[src/rtl/rxq_pkg.sv]
package rxq_pkg;
  localparam int RXQ_DW = 8;

  typedef struct packed {
    logic parErr;
    logic frmErr;
    logic brk;
  } rxqTags_t;

  typedef struct packed {
    logic [RXQ_DW-1:0] data;
    rxqTags_t          tags;
  } rxqEntry_t;

  // strobes from control to datapath
  typedef struct packed {
    logic push;          // write incoming entry at tail
    logic pop;           // advance head
    logic clear;         // reset pointers
    logic headLoad;      // a new entry becomes head this cycle
    logic headFromPush;  // that new head is the incoming entry
    logic latchClr;      // status read clears sticky head flags
  } rxqStrobes_t;
endpackage

[src/rtl/rxq_ctrl.sv]
module rxq_ctrl
  import rxq_pkg::*;
#(
  parameter int DEPTH = 16,
  localparam int CW = $clog2(DEPTH + 1)
) (
  input  logic          clk,
  input  logic          rstN,
  input  logic          pushValid,
  input  logic          popReq,
  input  logic          statusRead,
  input  logic          ctlWrite,
  input  logic [7:0]    ctlData,
  output rxqStrobes_t   strb,
  output logic [CW-1:0] count,
  output logic          dataReady,
  output logic          overrun,
  output logic          trigHit
);
  localparam logic [CW-1:0] LVL0 = CW'(1);
  localparam logic [CW-1:0] LVL1 = CW'(DEPTH / 4);
  localparam logic [CW-1:0] LVL2 = CW'(DEPTH / 2);
  localparam logic [CW-1:0] LVL3 = CW'(DEPTH - 2);

  logic          fifoEn;
  logic [1:0]    trigSel;
  logic [CW-1:0] cap;
  logic [CW-1:0] level;
  logic          clearNow, popOk, room, pushOk, dropNow;

  always_comb begin
    cap      = fifoEn ? CW'(DEPTH) : CW'(1);
    clearNow = ctlWrite && ctlData[0] && ctlData[1];
    popOk    = popReq && (count != '0) && !clearNow;
    room     = (count < cap) || popOk;
    pushOk   = pushValid && room && !clearNow;
    dropNow  = pushValid && !room && !clearNow;
  end

  always_comb begin
    strb              = '0;
    strb.push         = pushOk;
    strb.pop          = popOk;
    strb.clear        = clearNow;
    strb.latchClr     = statusRead;
    if (pushOk && ((count == '0) || ((count == CW'(1)) && popOk))) begin
      strb.headLoad     = 1'b1;
      strb.headFromPush = 1'b1;
    end else if (popOk && (count >= CW'(2))) begin
      strb.headLoad     = 1'b1;
    end
  end

  always_ff @(posedge clk) begin
    if (!rstN) begin
      fifoEn  <= 1'b0;
      trigSel <= 2'b00;
    end else if (ctlWrite) begin
      fifoEn <= ctlData[0];
      if (ctlData[0]) trigSel <= ctlData[7:6];
    end
  end

  always_ff @(posedge clk) begin
    if (!rstN)         count <= '0;
    else if (clearNow) count <= '0;
    else               count <= count + CW'(pushOk) - CW'(popOk);
  end

  always_ff @(posedge clk) begin
    if (!rstN)           overrun <= 1'b0;
    else if (dropNow)    overrun <= 1'b1;
    else if (statusRead) overrun <= 1'b0;
  end

  always_comb begin
    unique case (fifoEn ? trigSel : 2'b00)
      2'b00:   level = LVL0;
      2'b01:   level = LVL1;
      2'b10:   level = LVL2;
      default: level = LVL3;
    endcase
    trigHit   = count >= level;
    dataReady = count != '0;
  end
endmodule

[src/rtl/rxq_data.sv]
module rxq_data
  import rxq_pkg::*;
#(
  parameter int DEPTH = 16,
  localparam int AW = $clog2(DEPTH),
  localparam int CW = $clog2(DEPTH + 1)
) (
  input  logic              clk,
  input  logic              rstN,
  input  rxqStrobes_t       strb,
  input  logic [CW-1:0]     count,
  input  logic [RXQ_DW-1:0] pushData,
  input  rxqTags_t          pushTags,
  output logic [RXQ_DW-1:0] rdData,
  output rxqTags_t          headFlags,
  output logic              errInQueue
);
  rxqEntry_t   mem [DEPTH];
  logic [AW-1:0] wrPtr, rdPtr, rdNext;
  rxqEntry_t   inEntry;
  logic [DEPTH-1:0] slotErr;

  function automatic logic [AW-1:0] advance(input logic [AW-1:0] p);
    return (p == AW'(DEPTH - 1)) ? '0 : p + AW'(1);
  endfunction

  always_comb begin
    rdNext       = advance(rdPtr);
    inEntry.tags = pushTags;
    inEntry.data = pushTags.brk ? '0 : pushData;
  end

  always_ff @(posedge clk) begin
    if (strb.push) mem[wrPtr] <= inEntry;
  end

  always_ff @(posedge clk) begin
    if (!rstN || strb.clear) begin
      wrPtr <= '0;
      rdPtr <= '0;
    end else begin
      if (strb.push) wrPtr <= advance(wrPtr);
      if (strb.pop)  rdPtr <= rdNext;
    end
  end

  always_ff @(posedge clk) begin
    if (!rstN) begin
      headFlags <= '0;
    end else if (strb.headLoad) begin
      headFlags <= (strb.latchClr ? rxqTags_t'('0) : headFlags)
                 | (strb.headFromPush ? pushTags : mem[rdNext].tags);
    end else if (strb.latchClr) begin
      headFlags <= '0;
    end
  end

  for (genvar i = 0; i < DEPTH; i++) begin : g_slot
    always_comb begin
      automatic int off = i - int'(rdPtr);
      if (off < 0) off = off + DEPTH;
      slotErr[i] = (off < int'(count)) && (|mem[i].tags);
    end
  end

  always_comb begin
    errInQueue = |slotErr;
    rdData     = (count != '0) ? mem[rdPtr].data : '0;
  end
endmodule

[src/rtl/rxq_top.sv]
module rxq_top
  import rxq_pkg::*;
#(
  parameter int DEPTH = 16
) (
  input  logic       clk,
  input  logic       rstN,
  input  logic       pushValid,
  input  logic [7:0] pushData,
  input  logic       pushParErr,
  input  logic       pushFrmErr,
  input  logic       pushBrk,
  input  logic       popReq,
  input  logic       statusRead,
  input  logic       ctlWrite,
  input  logic [7:0] ctlData,
  output logic [7:0] rdData,
  output logic       dataReady,
  output logic       overrun,
  output logic       trigHit,
  output logic       headParErr,
  output logic       headFrmErr,
  output logic       headBrk,
  output logic       errInQueue
);
  localparam int CW = $clog2(DEPTH + 1);

  rxqStrobes_t   strb;
  logic [CW-1:0] count;
  rxqTags_t      pushTags, headFlags;

  always_comb begin
    pushTags.parErr = pushParErr;
    pushTags.frmErr = pushFrmErr;
    pushTags.brk    = pushBrk;
    headParErr      = headFlags.parErr;
    headFrmErr      = headFlags.frmErr;
    headBrk         = headFlags.brk;
  end

  rxq_ctrl #(.DEPTH(DEPTH)) u_ctrl (
    .clk(clk), .rstN(rstN), .pushValid(pushValid), .popReq(popReq),
    .statusRead(statusRead), .ctlWrite(ctlWrite), .ctlData(ctlData),
    .strb(strb), .count(count), .dataReady(dataReady),
    .overrun(overrun), .trigHit(trigHit)
  );

  rxq_data #(.DEPTH(DEPTH)) u_data (
    .clk(clk), .rstN(rstN), .strb(strb), .count(count),
    .pushData(pushData), .pushTags(pushTags), .rdData(rdData),
    .headFlags(headFlags), .errInQueue(errInQueue)
  );
endmodule

[config.mk]
export PLATFORM = sky130hd
export DESIGN_NAME = rxq_top
export DESIGN_NICKNAME = d
export VERILOG_FILES = /design/src/rtl/rxq_pkg.sv /design/src/rtl/rxq_ctrl.sv /design/src/rtl/rxq_data.sv /design/src/rtl/rxq_top.sv
export SDC_FILE = /design/constraint.sdc
export NUM_CORES = 1
export LEC_CHECK = 0
export ABC_CLOCK_PERIOD_IN_PS = 3000
export BUFFER_PORTS_ARGS = -buffer_cell sky130_fd_sc_hd__buf_2
export CAP_MARGIN = 20
export CORE_MARGIN = 4
export CORE_UTILIZATION = 30
export DETAILED_ROUTE_END_ITERATION = 6
export PLACE_DENSITY = 0.5
export RECOVER_POWER = 100
export SYNTH_ARGS = -nofsm -noshare
export SYNTH_HDL_FRONTEND = slang
export SYNTH_SLANG_ARGS = --single-unit
export TNS_END_PERCENT = 1
[constraint.sdc]
create_clock -name clk -period 3 [get_ports clk]
set_input_delay 0.3 -clock clk [delete_from_list [all_inputs] [get_ports clk]]
set_output_delay 0.3 -clock clk [all_outputs]
set_load 0.1 [all_outputs]
==> flow_summary.yaml <==
floorplanning:
  row_count: 64
  die_h_um: 186
  dieArea_sq_mm: 0.0346
  die_w_um: 186
  start_util_pct: 30.8
  coreArea_sq_mm: 0.0309
  io_pins: 40
finish:
  drive_above_1_share_pct: 26.3
  syn_to_final_growth_pct: 19.2
  finalNonFillerCells: 1149
  nets: 822
  n_antenna_cell: 0
cts:
  clk_latency_ns: 0.43
  cts_inserted_buffers: 17
  cts_tree: "yes"
  clk_pin_slew_ns: 0.08
  cts_hold_buffers: 0
  htreeDepth: 4
  cts_root_buf: "clkbuf_16"
  clock_sinks: 200
  clk_path_buf_depth: 2
setup_path:
  crit_chain: "buf_6, ha_4, a21oi_4, xnor2_2, ha_2, nor2b_4, o22ai_2, a21bo_2, o221ai_2, a2111oi_4, nand4_1, buf_12"
  critical_path.top_delay_family: "compound AO/OA/AOI/OAI gates"
  worstSetupPathType: "register to output port"
  critPathArrivalTime_ns: 2.89
  cp_num_cells: 12
  r2r_cells: 10
  crit_path_top_delay_cell: "dfxtp_4"
  max_stage_delay_ns: 0.37
  critPathBufInv: 2
  crit_path_start_kind: "register"
  crit_path_end_kind: "output port"
  required_ns: 2.70
  critPathMaxFanout: 5
synth:
  synth_ff_type: "edfxtp_1"
  synthTopCellsByCount: "edfxtp_1 (176), ha_1 (56), mux4_2 (42), nor2_1 (39), nor3_1 (34)"
  yosys_warnings: 0
  yosysTopAreaCellShare_pct: 55.5
  ys_seq_elements: 200
  yosysSeqAreaShare_pct: 60.6
  synth-edff-count: 176
  synthesis.nets: 743
  avgSynthCellArea_sq_um: 14.4
  synth.most_common_cell: "edfxtp_1"
  ys_async_sr_fraction_pct: 0
  netlist.top_cell.by_area: "edfxtp_1"
  synth_cells: 661
  syn_area_sq_mm: 0.00952
  yosys-top-cells-area: "edfxtp_1 (56%), mux4_2 (9.9%), ha_1 (7.4%), dfxtp_1 (5.0%), nor3_1 (1.8%)"
  synthDistinctLibCells: 61
global_route:
  grt_pass1_wl_um: 37200
  grt_overflow_total: 0
  grt_use_met1_pct: 19.1
  grt_pass1_vias: 6240
  grtUsageTotal_pct: 14.3
  grt_use_met2_pct: 24.6
  grt_max_degree: 33
  antenna_found_initial: 0
  use_met3_pct: 2.49
  busiest_layer: "met2"
sta:
  tightest_slew_ns: 1.48
  period_minus_slack_ns: 3.19
  hold_viol: 0
  finalCritPeriodShare_pct: 106
  drv_slew: 0
  finalSetupViolations: 14
  grt_setup_unrepaired: "yes"
  fin_setup_tns_ns: -0.376
  clock.fmax_ghz: 0.314
  slew_headroom_pct: 1.48
  timing.hold.ws_ns: 0.140
  skew_ns: 0.0156
  worst_slack_ns: -0.189
placed_design:
  place_congestion: 0.867
  io_buffers: 35
  dp_hpwl_um: 16700
  dp.cells: 1109
route:
  via_per_inst: 5.18
  drcViolationCount: 0
  first_pass_iters: 7
  drtIter0Drc: 374
  ant_nets: 0
  avgRoutedWirePerCell_um: 21.1
  num_vias: 5957
  wirelength_um: 24300
power_and_ir_drop:
  ir_drop_uv: 990
  leakage_nw: 3.89
  p_per_area_mw_per_mm2: 769
min_path:
  hp-class: "input port to register"
  whs_path_depth: 3
status:
  status: "finished, violations left"
  violations: "negative setup slack"
flow_run:
  maxCapViolations: 0
worst register-to-register path: stages (launching register included):
cell and delay (ns):
dfxtp_2 0.37, inv_1 0.21, clkbuf_1 0.24, ha_1 0.20, nor3b_2 0.16, a221oi_1 0.12, nor2_1 0.28, clkbuf_1 0.33
nand2_1 0.20, nor3_2 0.31, buf_4 0.30
path summary, 6_finish.rpt:
check                     from                end  slack, ns
max reg2reg    u_ctrl.count[1]  u_data.mem[0][10]      -0.01
min reg2reg  u_ctrl.trigSel[1]  u_ctrl.trigSel[1]       0.51
max            u_data.rdPtr[1]         errInQueue      -0.19
min                 ctlData[7]  u_ctrl.trigSel[1]       0.14
layout make-up:
type | count | area (sq um)
Fill cell | 2975 | 19600
Inverter | 32 | 131
Multi-Input combinational cell | 400 | 3740
Tap cell | 396 | 495
Sequential cell | 200 | 5780
Clock inverter | 15 | 158
Timing Repair Buffer | 89 | 626
Clock buffer | 17 | 425
where the power goes:
| part | leakage, nW | internal [mW] | switching (mW) |
|---|---|---|---|
| logic | 1.80 | 1.14 | 2.07 |
| clock network | 0.284 | 1.18 | 1.08 |
| registers | 1.80 | 3.16 | 0.0963 |
| total | 3.89 | 5.48 | 3.25 |
per-stage QoR:
step	power [mW]	area (sq um)	setup slack [ns]	utilization, %
6_report	8.73	11300	-0.189	36.7
5_1_grt	9.19	11300	-0.306	36.7
4_1_cts	8.75	11300	-0.166	36.6
3_5_place_dp	6.42	10500	-0.0710	34.1
3_3_place_gp	6.36	10500	-0.0346	34.1
2_1_floorplan	5.66	9630	-0.378	-
flip-flops by register name, summed over array words and instances (netlist names), named ones only:
| signal | count |
|---|---|
| u_ctrl.fifoEn | 1 |
| u_data.wrPtr | 4 |
| u_data.mem | 176 |
| u_data.headFlags | 3 |
| u_data.rdPtr | 4 |
| u_ctrl.overrun | 1 |
| u_ctrl.trigSel | 2 |
| u_ctrl.count | 5 |
per-layer routing:
metal | wire length (um) | share of wire (%)
met1 | 10900 | 45
met2 | 12200 | 50
met3 | 834 | 3.4
met4 | 343 | 1.4
met5 | 0 | 0
what timing repair did:
item                                    in CTS  in global routing
resized for setup                           28                 21
endpoints found under the setup margin       1                  7
buffers inserted                             7                  1
pin swaps                                   12                 13
cell usage in the layout (no fill, tap or decap), types with 4 or more instances in the layout:
cell type,n
o22ai_1,8
a221oi_1,7
inv_1,27
edfxtp_1,176
inv_8,5
nor3_2,4
mux4_2,42
nor2_1,40
mux2i_1,7
inv_6,4
ha_4,6
buf_4,38
a21oi_1,28
nand2_1,23
buf_12,5
nand3_1,10
a21o_1,5
nor2b_1,16
and3_1,4
o21ai_0,15
clkbuf_16,17
a2111oi_0,4
clkbuf_1,13
and2_1,9
xnor2_2,5
buf_2,25
nor3_1,30
nand2b_1,9
a211oi_1,8
ha_1,48
dfxtp_1,20
a22o_1,4
kinds of logic (layout without fill, tap and decap cells):
family / Yosys count / in the layout / share of synthesized area (%)
XOR/XNOR: 10 / 10 / 0.920
flip-flops: 200 / 200 / 60.6
AND/OR/NAND/NOR: 165 / 165 / 8.87
AO/OA/AOI/OAI: 117 / 117 / 8.60
buffers and inverters: 61 / 153 / 2.58
multiplexers: 51 / 51 / 10.9
adder cells (fa/ha/maj): 57 / 57 / 7.57
Power figures use the tool's default switching activity.
